File: src/rtl/sram_ctrl_pkg.sv
package sram_ctrl_pkg;

  typedef enum logic [2:0] {
    ST_IDLE  = 3'd0,
    ST_TURN  = 3'd1,
    ST_WSET  = 3'd2,
    ST_WPUL  = 3'd3,
    ST_WHOLD = 3'd4,
    ST_RACC  = 3'd5
  } sram_state_e;

  function automatic int unsigned at_least_one(input int unsigned v);
    return (v < 1) ? 1 : v;
  endfunction

endpackage

File: src/rtl/sram_cycle_timer.sv
module sram_cycle_timer #(
  parameter int unsigned CNT_W = 3
) (
  input  logic             clk,
  input  logic             rst_n,
  input  logic             load,
  input  logic [CNT_W-1:0] load_val,
  output logic             expired
);

  logic [CNT_W-1:0] cnt_q;
  logic [CNT_W-1:0] cnt_d;

  always_comb begin
    cnt_d = cnt_q;
    if (load) begin
      cnt_d = load_val;
    end else if (cnt_q != '0) begin
      cnt_d = cnt_q - CNT_W'(1);
    end
  end

  always_ff @(posedge clk or negedge rst_n) begin
    if (!rst_n) begin
      cnt_q <= '0;
    end else begin
      cnt_q <= cnt_d;
    end
  end

  assign expired = (cnt_q == '0);

endmodule

File: src/rtl/sram_io_path.sv
module sram_io_path #(
  parameter int unsigned ADDR_W = 17,
  parameter int unsigned DATA_W = 8
) (
  input  logic              clk,
  input  logic              rst_n,
  input  logic              accept,
  input  logic [ADDR_W-1:0] req_addr,
  input  logic [DATA_W-1:0] req_wdata,
  input  logic              capture,
  input  logic [DATA_W-1:0] sram_dq_in,
  output logic [ADDR_W-1:0] sram_addr,
  output logic [DATA_W-1:0] sram_dq_out,
  output logic [DATA_W-1:0] rsp_rdata,
  output logic              rsp_valid
);

  logic [ADDR_W-1:0] addr_q;
  logic [DATA_W-1:0] wdat_q;
  logic [DATA_W-1:0] rdat_q;
  logic              rvld_q;

  // Request fields latched only on acceptance, so they hold for the whole access.
  always_ff @(posedge clk or negedge rst_n) begin
    if (!rst_n) begin
      addr_q <= '0;
      wdat_q <= '0;
    end else if (accept) begin
      addr_q <= req_addr;
      wdat_q <= req_wdata;
    end
  end

  always_ff @(posedge clk or negedge rst_n) begin
    if (!rst_n) begin
      rdat_q <= '0;
    end else if (capture) begin
      rdat_q <= sram_dq_in;
    end
  end

  always_ff @(posedge clk or negedge rst_n) begin
    if (!rst_n) begin
      rvld_q <= 1'b0;
    end else begin
      rvld_q <= capture;
    end
  end

  assign sram_addr   = addr_q;
  assign sram_dq_out = wdat_q;
  assign rsp_rdata   = rdat_q;
  assign rsp_valid   = rvld_q;

endmodule

File: src/rtl/sram_async_ctrl.sv
module sram_async_ctrl
  import sram_ctrl_pkg::*;
#(
  parameter int unsigned ADDR_W        = 17,
  parameter int unsigned DATA_W        = 8,
  parameter int unsigned WR_SETUP_CYC  = 2,
  parameter int unsigned WR_PULSE_CYC  = 2,
  parameter int unsigned RD_ACCESS_CYC = 3,
  parameter int unsigned TURN_CYC      = 2
) (
  input  logic              clk,
  input  logic              rst_n,
  input  logic              req_valid,
  output logic              req_ready,
  input  logic              req_write,
  input  logic [ADDR_W-1:0] req_addr,
  input  logic [DATA_W-1:0] req_wdata,
  output logic              rsp_valid,
  output logic [DATA_W-1:0] rsp_rdata,
  output logic              sram_ce_n,
  output logic              sram_we_n,
  output logic              sram_oe_n,
  output logic [ADDR_W-1:0] sram_addr,
  output logic [DATA_W-1:0] sram_dq_out,
  output logic              sram_dq_oe,
  input  logic [DATA_W-1:0] sram_dq_in
);

  localparam int unsigned WS_N  = at_least_one(WR_SETUP_CYC);
  localparam int unsigned WP_N  = at_least_one(WR_PULSE_CYC);
  localparam int unsigned RA_N  = at_least_one(RD_ACCESS_CYC);
  localparam int unsigned TA_N  = at_least_one(TURN_CYC);
  localparam int unsigned MAX_A = (WS_N > WP_N) ? WS_N : WP_N;
  localparam int unsigned MAX_B = (RA_N > TA_N) ? RA_N : TA_N;
  localparam int unsigned MAX_N = (MAX_A > MAX_B) ? MAX_A : MAX_B;
  localparam int unsigned CNT_W = (MAX_N < 2) ? 1 : $clog2(MAX_N);

  sram_state_e      state_q, state_d;
  logic             dir_q, dir_d;
  logic             seen_q, seen_d;
  logic             accept;
  logic             expired;
  logic             tmr_load;
  logic [CNT_W-1:0] tmr_val;
  logic             capture;
  logic             ce_n_q, we_n_q, oe_n_q, dq_oe_q;
  logic             ce_n_d, we_n_d, oe_n_d, dq_oe_d;

  assign req_ready = (state_q == ST_IDLE);
  assign accept    = req_valid && req_ready;

  // Next-state logic
  always_comb begin
    state_d = state_q;
    dir_d   = dir_q;
    seen_d  = seen_q;
    unique case (state_q)
      ST_IDLE: begin
        if (req_valid) begin
          dir_d  = req_write;
          seen_d = 1'b1;
          if (seen_q && (dir_q != req_write)) begin
            state_d = ST_TURN;
          end else begin
            state_d = req_write ? ST_WSET : ST_RACC;
          end
        end
      end
      ST_TURN:  if (expired) state_d = dir_q ? ST_WSET : ST_RACC;
      ST_WSET:  if (expired) state_d = ST_WPUL;
      ST_WPUL:  if (expired) state_d = ST_WHOLD;
      ST_WHOLD: state_d = ST_IDLE;
      ST_RACC:  if (expired) state_d = ST_IDLE;
      default:  state_d = ST_IDLE;
    endcase
  end

  // Timer reload on every state change with the new phase's length.
  always_comb begin
    tmr_load = (state_d != state_q);
    unique case (state_d)
      ST_TURN: tmr_val = CNT_W'(TA_N - 1);
      ST_WSET: tmr_val = CNT_W'(WS_N - 1);
      ST_WPUL: tmr_val = CNT_W'(WP_N - 1);
      ST_RACC: tmr_val = CNT_W'(RA_N - 1);
      default: tmr_val = '0;
    endcase
  end

  // Pin levels decoded from the next state, then registered glitch-free.
  always_comb begin
    ce_n_d  = (state_d == ST_IDLE);
    we_n_d  = (state_d != ST_WPUL);
    oe_n_d  = (state_d != ST_RACC);
    dq_oe_d = (state_d == ST_WSET) || (state_d == ST_WPUL) || (state_d == ST_WHOLD);
  end

  assign capture = (state_q == ST_RACC) && expired;

  always_ff @(posedge clk or negedge rst_n) begin
    if (!rst_n) begin
      state_q <= ST_IDLE;
      dir_q   <= 1'b0;
      seen_q  <= 1'b0;
      ce_n_q  <= 1'b1;
      we_n_q  <= 1'b1;
      oe_n_q  <= 1'b1;
      dq_oe_q <= 1'b0;
    end else begin
      state_q <= state_d;
      dir_q   <= dir_d;
      seen_q  <= seen_d;
      ce_n_q  <= ce_n_d;
      we_n_q  <= we_n_d;
      oe_n_q  <= oe_n_d;
      dq_oe_q <= dq_oe_d;
    end
  end

  assign sram_ce_n  = ce_n_q;
  assign sram_we_n  = we_n_q;
  assign sram_oe_n  = oe_n_q;
  assign sram_dq_oe = dq_oe_q;

  sram_cycle_timer #(
    .CNT_W (CNT_W)
  ) u_timer (
    .clk      (clk),
    .rst_n    (rst_n),
    .load     (tmr_load),
    .load_val (tmr_val),
    .expired  (expired)
  );

  sram_io_path #(
    .ADDR_W (ADDR_W),
    .DATA_W (DATA_W)
  ) u_io (
    .clk         (clk),
    .rst_n       (rst_n),
    .accept      (accept),
    .req_addr    (req_addr),
    .req_wdata   (req_wdata),
    .capture     (capture),
    .sram_dq_in  (sram_dq_in),
    .sram_addr   (sram_addr),
    .sram_dq_out (sram_dq_out),
    .rsp_rdata   (rsp_rdata),
    .rsp_valid   (rsp_valid)
  );

endmodule

File: config.mk
export PLATFORM = sky130hd
export DESIGN_NAME = sram_async_ctrl
export DESIGN_NICKNAME = d
export VERILOG_FILES = /design/src/rtl/sram_ctrl_pkg.sv /design/src/rtl/sram_cycle_timer.sv /design/src/rtl/sram_io_path.sv /design/src/rtl/sram_async_ctrl.sv
export SDC_FILE = /design/constraint.sdc
export NUM_CORES = 1
export LEC_CHECK = 0
export BUFFER_PORTS_ARGS = -buffer_cell sky130_fd_sc_hd__buf_2
export CAP_MARGIN = 20
export CORE_ASPECT_RATIO = 1.2
export CORE_MARGIN = 4
export CORE_UTILIZATION = 44
export CTS_BUF_LIST = sky130_fd_sc_hd__clkbuf_16
export CTS_CLUSTER_DIAMETER = 80
export DETAILED_ROUTE_END_ITERATION = 16
export HOLD_SLACK_MARGIN = 0.15
export PLACE_DENSITY = 0.76
export SLEW_MARGIN = 40
export SYNTH_ARGS = -nofsm -noshare
export SYNTH_HDL_FRONTEND = slang
export SYNTH_HIERARCHICAL = 1
export SYNTH_SLANG_ARGS = --single-unit
File: constraint.sdc
create_clock -name clk -period 1.91 [get_ports clk]
set_clock_uncertainty 0.05 [all_clocks]
set_input_delay 0.0955 -clock clk [delete_from_list [all_inputs] [get_ports clk]]
set_output_delay 0.0955 -clock clk [all_outputs]
set_load 0.02 [all_outputs]
* Word level (Yosys, flattened, before mapping)
Index checks and enable logic that the tools add are counted.
** Cells by class
- Add/sub/neg operators :: 1
- Equal/unequal tests :: 13
- Muxes and demuxes :: 12
- Reductions and logical operators :: 12
** Operator list (number)
- $mux 3 :: 8
- $pmux 3 s5 :: 1
- $eq 3x2->1 const B :: 4
- $eq 3x3->1 const B :: 3
- $eq 3x1->1 const B :: 2
- $logic_not 3->1 :: 2
- $mux 2 :: 2
- $pmux 2 s2 :: 1
- $reduce_bool 2->1 :: 2
- $logic_and 1x1->1 :: 3
- $ne 3x2->1 const B :: 1
- $ne 3x3->1 :: 1
- $ne 3x3->1 const B :: 1
- $reduce_or 3->1 :: 1
- $logic_not 2->1 :: 1
- $logic_or 1x1->1 :: 2
- $reduce_and 2->1 :: 1
- $sub 2x1->2 const B :: 1
- $ne 1x1->1 :: 1
** Word-level totals
- Register bits after elaboration :: 45
- Bits of input ports :: 37
- Output and inout bits :: 39
- Word-level logic and storage cells :: 50

* Depth between registers and ports, before layout
Gate-level depths: netlist of run 1.
- Word-level depth :: 9
- Mapped depth :: 8
- Mapped depth without buffers :: 8

* Modules after synthesis
Netlist of run 1, hierarchy kept.
** Modules (own cells, without submodules)
- sram_io_path :: times used 1, cells an instance 71, area each 1353.8 µm², sequential area each 850.8 µm²
- sram_async_ctrl :: times used 1, cells an instance 48, area each 529.3 µm², sequential area each 229.0 µm²
- sram_cycle_timer :: times used 1, cells an instance 12, area each 113.9 µm², sequential area each 50.0 µm²

* Worst setup path before layout of run 1
OpenSTA, ideal clock, no wires.
- Kind :: register to register
- Start point :: register u_timer.cnt_q[0]
- End point :: register u_timer.cnt_q[1]
- Setup time :: 124 ps
- Arrival :: 1774 ps
- Required time :: 1736 ps
- Slack :: -38 ps
- Stages on the path, launching flop included :: 8
- Path buffers :: 0
- Period minus slack after synthesis :: 1948 ps
- Cell sequence :: dfrtp_1 inv_1 ha_1 a21oi_2 o21a_1 a311o_4 o21a_1 o31a_1
** On the way
- Elaborated cells between the ends (all ways) :: 18
- Classes of those cells :: add/sub: 1; eq/ne: 5; mux: 8; reduce/logical: 4
** RTL lines
- start: declaration :: line sram_cycle_timer.sv:11 : logic [CNT_W-1:0] cnt_q;
- start signal: assignment :: line sram_cycle_timer.sv:27 : cnt_q <= cnt_d;
- $logic_not 2->1 * :: line sram_cycle_timer.sv:31 : assign expired = (cnt_q == '0);
- net expired :: line sram_async_ctrl.sv:42 : logic expired;
- $mux 3 (on tied branches)
- $pmux 3 s5 * :: line sram_async_ctrl.sv:57 : unique case (state_q)
- net state_d[0] :: line sram_async_ctrl.sv:38 : sram_state_e state_q, state_d;
- $ne 3x3->1 * :: line sram_async_ctrl.sv:80 : tmr_load = (state_d != state_q);
- net tmr_load :: line sram_async_ctrl.sv:43 : logic tmr_load;
- $mux 2 / $reduce_bool 2->1 (equally long branches)
The timed path passes the listed nets; every way through them passes the cells marked *. The select of a mux whose other input is x is not followed.
A chain may end at the register's enable or synchronous reset.

* Final worst setup path of run 1
- Start point :: register state_q[1]
- End point :: register u_timer.cnt_q[1]
** On the way
- Elaborated cells between the ends (all ways) :: 20
- Classes of those cells :: eq/ne: 9; mux: 8; reduce/logical: 3
** RTL lines
- start: declaration :: line sram_async_ctrl.sv:38
- start signal: assignment :: line sram_async_ctrl.sv:110 : state_q <= state_d;
- $eq 3x3->1, or another cell as far along :: line sram_async_ctrl.sv:57
- $pmux 3 s5 :: line sram_async_ctrl.sv:57
- $ne 3x3->1 * :: line sram_async_ctrl.sv:80
- net tmr_load :: line sram_async_ctrl.sv:43
- $mux 2 / $reduce_bool 2->1 (equally long branches)
The timed path passes the listed nets; every way through them passes the cells marked *.

==> key figures, run 1 <==
Timing
  – Tightest Pin Transition: 0.4530 ns
  – Fin worst setup slack: 0.04126 ns
  – Minimum clock period after layout: 1.869 ns
  – Fin. Hold Viols: 0
  – Setup tns final: 0 ns
  – Fmax: 0.5351 GHz
  – RSZ-0062 raised after global routing: yes
  – Final worst path period share: 97.84%
  – Max Transition Viols Final: 0
  – Final-report setup violation count: 0
  – Slew HR: 69.80%

Setup path
  – Worst Reg-to-Reg Cells: 7
  – Worst-path fanout max: 5
  – Max incr delay on CP: 0.44 ns
  – Setup CP Type: flip-flop to flip-flop
  – R2r endpoint: u_timer/cnt_q[1]$_DFFE_PN0P_
  – R2R Path Start: state_q[1]$_DFF_PN0_
  – Delay-heaviest family, CP: compound AO/OA/AOI/OAI gates
  – Worst path bufs/invs: 2
  – Cell mode on critical path: buf_4
  – CP Data Arrival Time: 1.98 ns
  – CP max-delay cell: dfrtp_2
  – Startpoint types: flip-flop
  – Worst path cell trace: buf_4 -> buf_4 -> nand2b_1 -> a221oi_1 -> o21ai_0 -> o21a_1 -> o31a_1
  – Reg2reg setup slack: 0.04 ns
  – CP required: 2.02 ns
  – Element type at the critical path end: flip-flop

Routing
  – Drt pass-1 iters: 4
  – DR DRC count: 0
  – Routed wire per std cell: 14.52 um
  – DR vias: 1465
  – DRT iter0 DRCs: 99
  – Vias per cell: 4.696
  – Post-route ant nets: 0
  – Final WL: 4.531 mm

Clocking
  – Clock buffer depth: 2
  – Cts bufs inserted: 5
  – Clk sink count: 45
  – Root Buffer: clkbuf_16
  – Worst-Skew Late Latency: 0.28 ns
  – H-tree depth: 2
  – CTS tree: done
  – Worst-path clk slew: 0.06 ns

Logic synthesis
  – Count of cell types in the netlist: 38
  – Prevailing post-synth register cell: dfrtp_1
  – Area share of the largest cell type after synthesis: 52.63%
  – Syn nets: 169
  – Yosys top cell by area: dfrtp_1
  – FF+latch count, synth: 45
  – Post-Syn Area per Cell: 15.24 um^2
  – Synth top area cells: dfrtp_1, mux2_4, mux2_2
  – Register area share after synthesis: 56.58%
  – Post-synth EDFFs: 0
  – Cell Area, Synth: 1997 um^2
  – Async S/R FF share, synth: 100.0%
  – Post-synthesis cell count: 131
  – Ys Warns: 6

Global route
  – Number of global-route vias before repair: 1580
  – Initial antenna violation count: 0
  – First-pass GRT wire length: 7.555 mm
  – GRT overflow: 0
  – Largest net degree at the start of global routing: 39
  – Total track usage: 16.84%

Floorplan
  – Die H: 81.80 um
  – Row count: 26
  – Initial core utilization: 46.15%
  – IO Pins: 76
  – Die Wd: 69.50 um
  – Core footprint: 4327 um^2
  – Die area: 5685 um^2

Power
  – Maximum vdd ir drop: 0.8654 mV
  – Pwr/cell area: 1755 nW/um^2
  – Leak pwr: 0.001469 uW

Cells and area
  – Final core utilization: 69.38%
  – Fillcell total: 276
  – Area Growth Syn to Fin: 50.31%
  – Ratio of cells with drive above 1 in the final layout: 57.03%
  – Commonest cells after routing, fill and taps aside: buf_2, dfrtp_1, dlygate4sd3_1
  – Finished Layout Cells: 312
  – Post-route cell area: 3002 um^2
  – Footprint of the multi-input gates: 783.3 um^2
  – Number of antenna diodes: 0
  – Layout net count: 293
  – Commonest non-fill, non-tap cell in the layout: buf_2
  – FF/Latch Area: 1132 um^2

Place
  – Pre-CTS setup slack: 0.02375 ns
  – Placed Instance Area: 2449 um^2
  – Routability cong.: 0.8034
  – Placed Cells: 267
  – Input/output buffers: 75
  – Dpl hpwl: 2.901 mm

Run status
  – Outcome: finished, final reports clean

Min path
  – Worst Hold Class: input pin to asynchronous set/reset pin

Flow run
  – MaxCap Viol Count: 0
-- metrics by stage --
stage	hold WS, ns	power [uW]
floorplan	-0.2501	3487
global placement	0.1765	4140
detailed placement	0.1704	4187
CTS	0.2555	5229
global route	0.2755	5616
finish	0.2609	5268
-- area by class of cell --
type | count | share of cell area [%]
clock buffer | 5 | 4.168
clock inverter | 3 | 1.542
inverter | 5 | 0.6253
multi-input combinational | 75 | 26.09
sequential | 45 | 37.72
tap | 56 | 2.334
timing repair buffer | 123 | 27.51
-- flip-flops by register name, summed over array words and instances (netlist names), 2 cells and up --
| name | count |
|---|---|
| u_io/rsp_rdata | 8 |
| state_q | 3 |
| u_io/sram_dq_out | 8 |
| u_io/sram_addr | 17 |
| u_timer/cnt_q | 2 |
-- layer usage --
| metal | vias up | share of wire [%] | track usage (%) | wire (um) |
|---|---|---|---|---|
| met5 | - | 0 | 0 | 0 |
| met4 | 0 | 0.77 | 4.883 | 35 |
| met3 | 4 | 5.8 | 5.386 | 261 |
| met2 | 48 | 52 | 30.25 | 2357 |
| met1 | 704 | 41 | 19.40 | 1877 |
| li1 | 709 | - | - | - |
-- cell families (layout without fill, tap and decap cells) --
kind of cell | Yosys count | after routing | synth area share, %
DFF | 45 | 45 | 56.58
muxes | 35 | 35 | 23.50
and+or+nand+nor | 22 | 22 | 7.144
AOI/OAI and AO/OA | 16 | 16 | 6.830
buffers and inverters | 11 | 136 | 4.887
adders and majority gates | 1 | 1 | 0.6265
xor gates and xnor gates | 1 | 1 | 0.4387
-- synthesized netlist by cell type (all sizes together), types with 2 or more instances --
| cell | instances |
|---|---|
| buf | 6 |
| a21oi | 2 |
| o21a | 2 |
| inv | 5 |
| nor2 | 2 |
| and2 | 3 |
| nand2b | 2 |
| o21ai | 4 |
| mux2 | 35 |
| nand2 | 4 |
| dfstp | 3 |
| dfrtp | 42 |
| nor3 | 3 |
-- power breakdown --
part           internal [uW]  switching (uW)  leakage (uW)  total [uW]
Combinational           1290            1340      0.000856        2630
Clock                    618             337     0.0000800         955
Sequential              1430             254      0.000534        1680
-- worst max-delay path by stage --
stage / startpoint / to / slack (ns) / cells past startpoint
2_1_floorplan: u_timer/cnt_q[0]$_DFFE_PN0P_ / u_timer/cnt_q[1]$_DFFE_PN0P_ / 0.009 / 7
3_3_place_gp: u_timer/cnt_q[0]$_DFFE_PN0P_ / u_timer/cnt_q[1]$_DFFE_PN0P_ / 0.06 / 7
3_5_place_dp: u_timer/cnt_q[0]$_DFFE_PN0P_ / u_timer/cnt_q[1]$_DFFE_PN0P_ / 0.02 / 7
4_1_cts: state_q[1]$_DFF_PN0_ / u_timer/cnt_q[1]$_DFFE_PN0P_ / 0.01 / 6
5_1_grt: state_q[1]$_DFF_PN0_ / u_timer/cnt_q[1]$_DFFE_PN0P_ / -0.04 / 6
6_report: state_q[1]$_DFF_PN0_ / u_timer/cnt_q[1]$_DFFE_PN0P_ / 0.04 / 7
-- what timing repair did --
| item | in CTS | in global routing |
|---|---|---|
| gates resized for setup | 0 | 6 |
| setup buffers | 0 | 2 |
| hold endpoints to repair | 67 | 0 |
| endpoints found under the setup margin | 0 | 22 |
| hold buffers | 35 | 0 |
No activity file was read; power rests on OpenSTA's default activity.
==> inputs of run 2 (changes only) <==
HOLD_SLACK_MARGIN = 0.08   (was 0.15)
clock period = 1.6 ns   (was 1.91 ns; I/O delays follow)
==> run 2 against run 1 <==
  * The run now ends with negative setup slack left
  * Global-route usage rose by 0.95 points
  * Design area rose by 8.7%
  * Clock power rose by 35%
  * Clock-buffer cell count did not move
  * Cell count rose by 3.5%
  * Via count rose by 5.8%
  * Worst setup slack got worse by 0.31 ns
  * Combinational power rose by 42%
  * Fmax fell by 0.16%
  * Die area did not move
  * Sequential share of layout area fell by 3.0 points
  * First-iteration DRC count fell by 4.0%
  * Highest routed layer unchanged
==> key figures, run 2 (synthesis gave the netlist of run 1 again) <==
Run status
  – Outcome: complete, but fails checks
  – Violated checks: negative setup slack

Clocking
  – Clock buffer depth: 2
  – Clk sink count: 45
  – Worst-path clk slew: 0.06 ns
  – Root Buffer: clkbuf_16
  – Worst-Skew Late Latency: 0.27 ns
  – CTS tree: done
  – Cts bufs inserted: 5
  – H-tree depth: 2

Timing
  – RSZ-0062 raised after global routing: yes
  – Fmax: 0.5343 GHz
  – Final-report setup violation count: 39
  – Fin. Hold Viols: 0
  – Slew HR: 63.61%
  – Final worst path period share: 117.0%
  – Tightest Pin Transition: 0.5458 ns
  – Minimum clock period after layout: 1.872 ns
  – Max Transition Viols Final: 0
  – Fin worst setup slack: -0.2717 ns

Global route
  – First-pass GRT wire length: 7.914 mm
  – Largest net degree at the start of global routing: 46
  – Initial antenna violation count: 0
  – Number of global-route vias before repair: 1635
  – GRT overflow: 0
  – Total track usage: 17.79%

Routing
  – DRT iter0 DRCs: 95
  – DR vias: 1550
  – Vias per cell: 4.799
  – Post-route ant nets: 0
  – Routed wire per std cell: 16.26 um
  – Drt pass-1 iters: 4
  – DR DRC count: 0
  – Final WL: 5.251 mm

Setup path
  – Worst path bufs/invs: 0
  – R2r endpoint: u_timer/cnt_q[1]$_DFFE_PN0P_
  – CP max-delay cell: dfrtp_1
  – Setup CP Type: flip-flop to flip-flop
  – Element type at the critical path end: flip-flop
  – Worst path cell trace: nor4b_4 -> a21boi_4 -> a311o_4 -> o21a_1 -> or2b_1 -> o31a_1
  – Worst Reg-to-Reg Cells: 6
  – CP required: 1.71 ns
  – Delay-heaviest family, CP: compound AO/OA/AOI/OAI gates
  – Reg2reg setup slack: -0.27 ns
  – Startpoint types: flip-flop
  – Max incr delay on CP: 0.41 ns
  – Worst-path fanout max: 5
  – CP Data Arrival Time: 1.98 ns
  – R2R Path Start: state_q[0]$_DFF_PN0_

Flow run
  – MaxCap Viol Count: 0

Power
  – Maximum vdd ir drop: 1.103 mV
  – Design Power: 7041 uW
  – Leak pwr: 0.001610 uW
  – Pwr/cell area: 2158 nW/um^2

Floorplan
  – Die H: 81.80 um
  – IO Pins: 76
  – Die Wd: 69.50 um
  – Initial core utilization: 46.15%
  – Die area: 5685 um^2
  – Core footprint: 4327 um^2
  – Row count: 26

Cells and area
  – FF/Latch Area: 1131 um^2
  – Max FFs per register: 17
  – Ratio of cells with drive above 1 in the final layout: 60.30%
  – Area Growth Syn to Fin: 63.35%
  – Footprint of the multi-input gates: 870.8 um^2
  – Commonest cells after routing, fill and taps aside: buf_2, dfrtp_1, dlygate4sd3_1
  – Final core utilization: 75.39%
  – Commonest non-fill, non-tap cell in the layout: buf_2
  – Number of antenna diodes: 0
  – Fillcell total: 264
  – Layout net count: 304

Min path
  – Hold Path End: state_q[2]$_DFF_PN0_
  – Hold Startpoint: req_write
  – Worst Hold Class: input pin to flip-flop
  – Hold path depth: 5

Place
  – Dpl hpwl: 2.948 mm
  – Routability cong.: 0.8694
  – Pre-CTS setup slack: -0.3346 ns
  – Input/output buffers: 75
run 2: cell count changes in the layout (fill, tap and decap cells not counted), sizes merged:
cell,delta
clkbuf,+2
clkinvlp,-1
buf,+9
bufinv,+1
run 2: layer usage:
| metal | routed length [um] | global-route usage [%] |
|---|---|---|
| met4 | 51 | 3.906 |
| met2 | 2914 | 34.83 |
| met5 | 0 | 0 |
| met3 | 234 | 4.162 |
| met1 | 2051 | 19.61 |
run 2: final cells by class:
| class | instances | share of cell area, % |
|---|---|---|
| Multi-Input combinational cell | 75 | 26.70 |
| Clock inverter | 3 | 1.995 |
| Inverter | 5 | 0.5754 |
| Clock buffer | 5 | 3.836 |
| Timing Repair Buffer | 134 | 30.07 |
| Sequential cell | 45 | 34.68 |
| Tap cell | 56 | 2.148 |
run 2: through the flow:
| stage | hold WS [ns] | cell area [um^2] | instances | TNS (ns) |
|---|---|---|---|---|
| finish | 0.2940 | 3262 | 323 | -3.762 |
| CTS | 0.2372 | 3088 | 318 | -7.644 |
| floorplan | -0.2656 | 2012 | 131 | -1.080 |
| global route | 0.3261 | 3262 | 323 | -6.601 |
| global placement | 0.1416 | 2509 | 272 | -8.001 |
| detailed placement | 0.1449 | 2509 | 272 | -8.947 |
run 2: how the worst max path moves through the flow:
stage                                      start                           end  slack, ns  depth (start not counted)
finish                      state_q[0]$_DFF_PN0_  u_timer/cnt_q[1]$_DFFE_PN0P_      -0.27                          6
global route                state_q[0]$_DFF_PN0_  u_timer/cnt_q[1]$_DFFE_PN0P_      -0.34                          7
CTS                         state_q[2]$_DFF_PN0_  u_timer/cnt_q[1]$_DFFE_PN0P_      -0.28                          6
detailed placement  u_timer/cnt_q[1]$_DFFE_PN0P_  u_timer/cnt_q[1]$_DFFE_PN0P_      -0.33                          9
global placement    u_timer/cnt_q[1]$_DFFE_PN0P_  u_timer/cnt_q[1]$_DFFE_PN0P_      -0.30                          9
floorplan                   state_q[0]$_DFF_PN0_  u_timer/cnt_q[1]$_DFFE_PN0P_      -0.24                          6
run 2: repair_timing:
action	4_1_cts	5_1_grt
pin swaps	4	5
setup buffers	3	2
cloned	0	3
gates resized for setup	5	26
endpoints found under the setup margin	39	41
hold endpoints to repair	76	0
hold buffers	35	0
run 2: worst min-delay path: cells and delay by family:
| family | cells | cell delay, ns |
|---|---|---|
| buf+inv | 2 | 0.24 |
| simple gates | 1 | 0.10 |
| compound gates | 2 | 0.14 |
run 2: where the power goes:
group	total (uW)	switching (uW)	internal (uW)
Clock	1290	399	891
Sequential	2010	302	1710
Combinational	3740	1780	1960
Total	7040	2490	4560
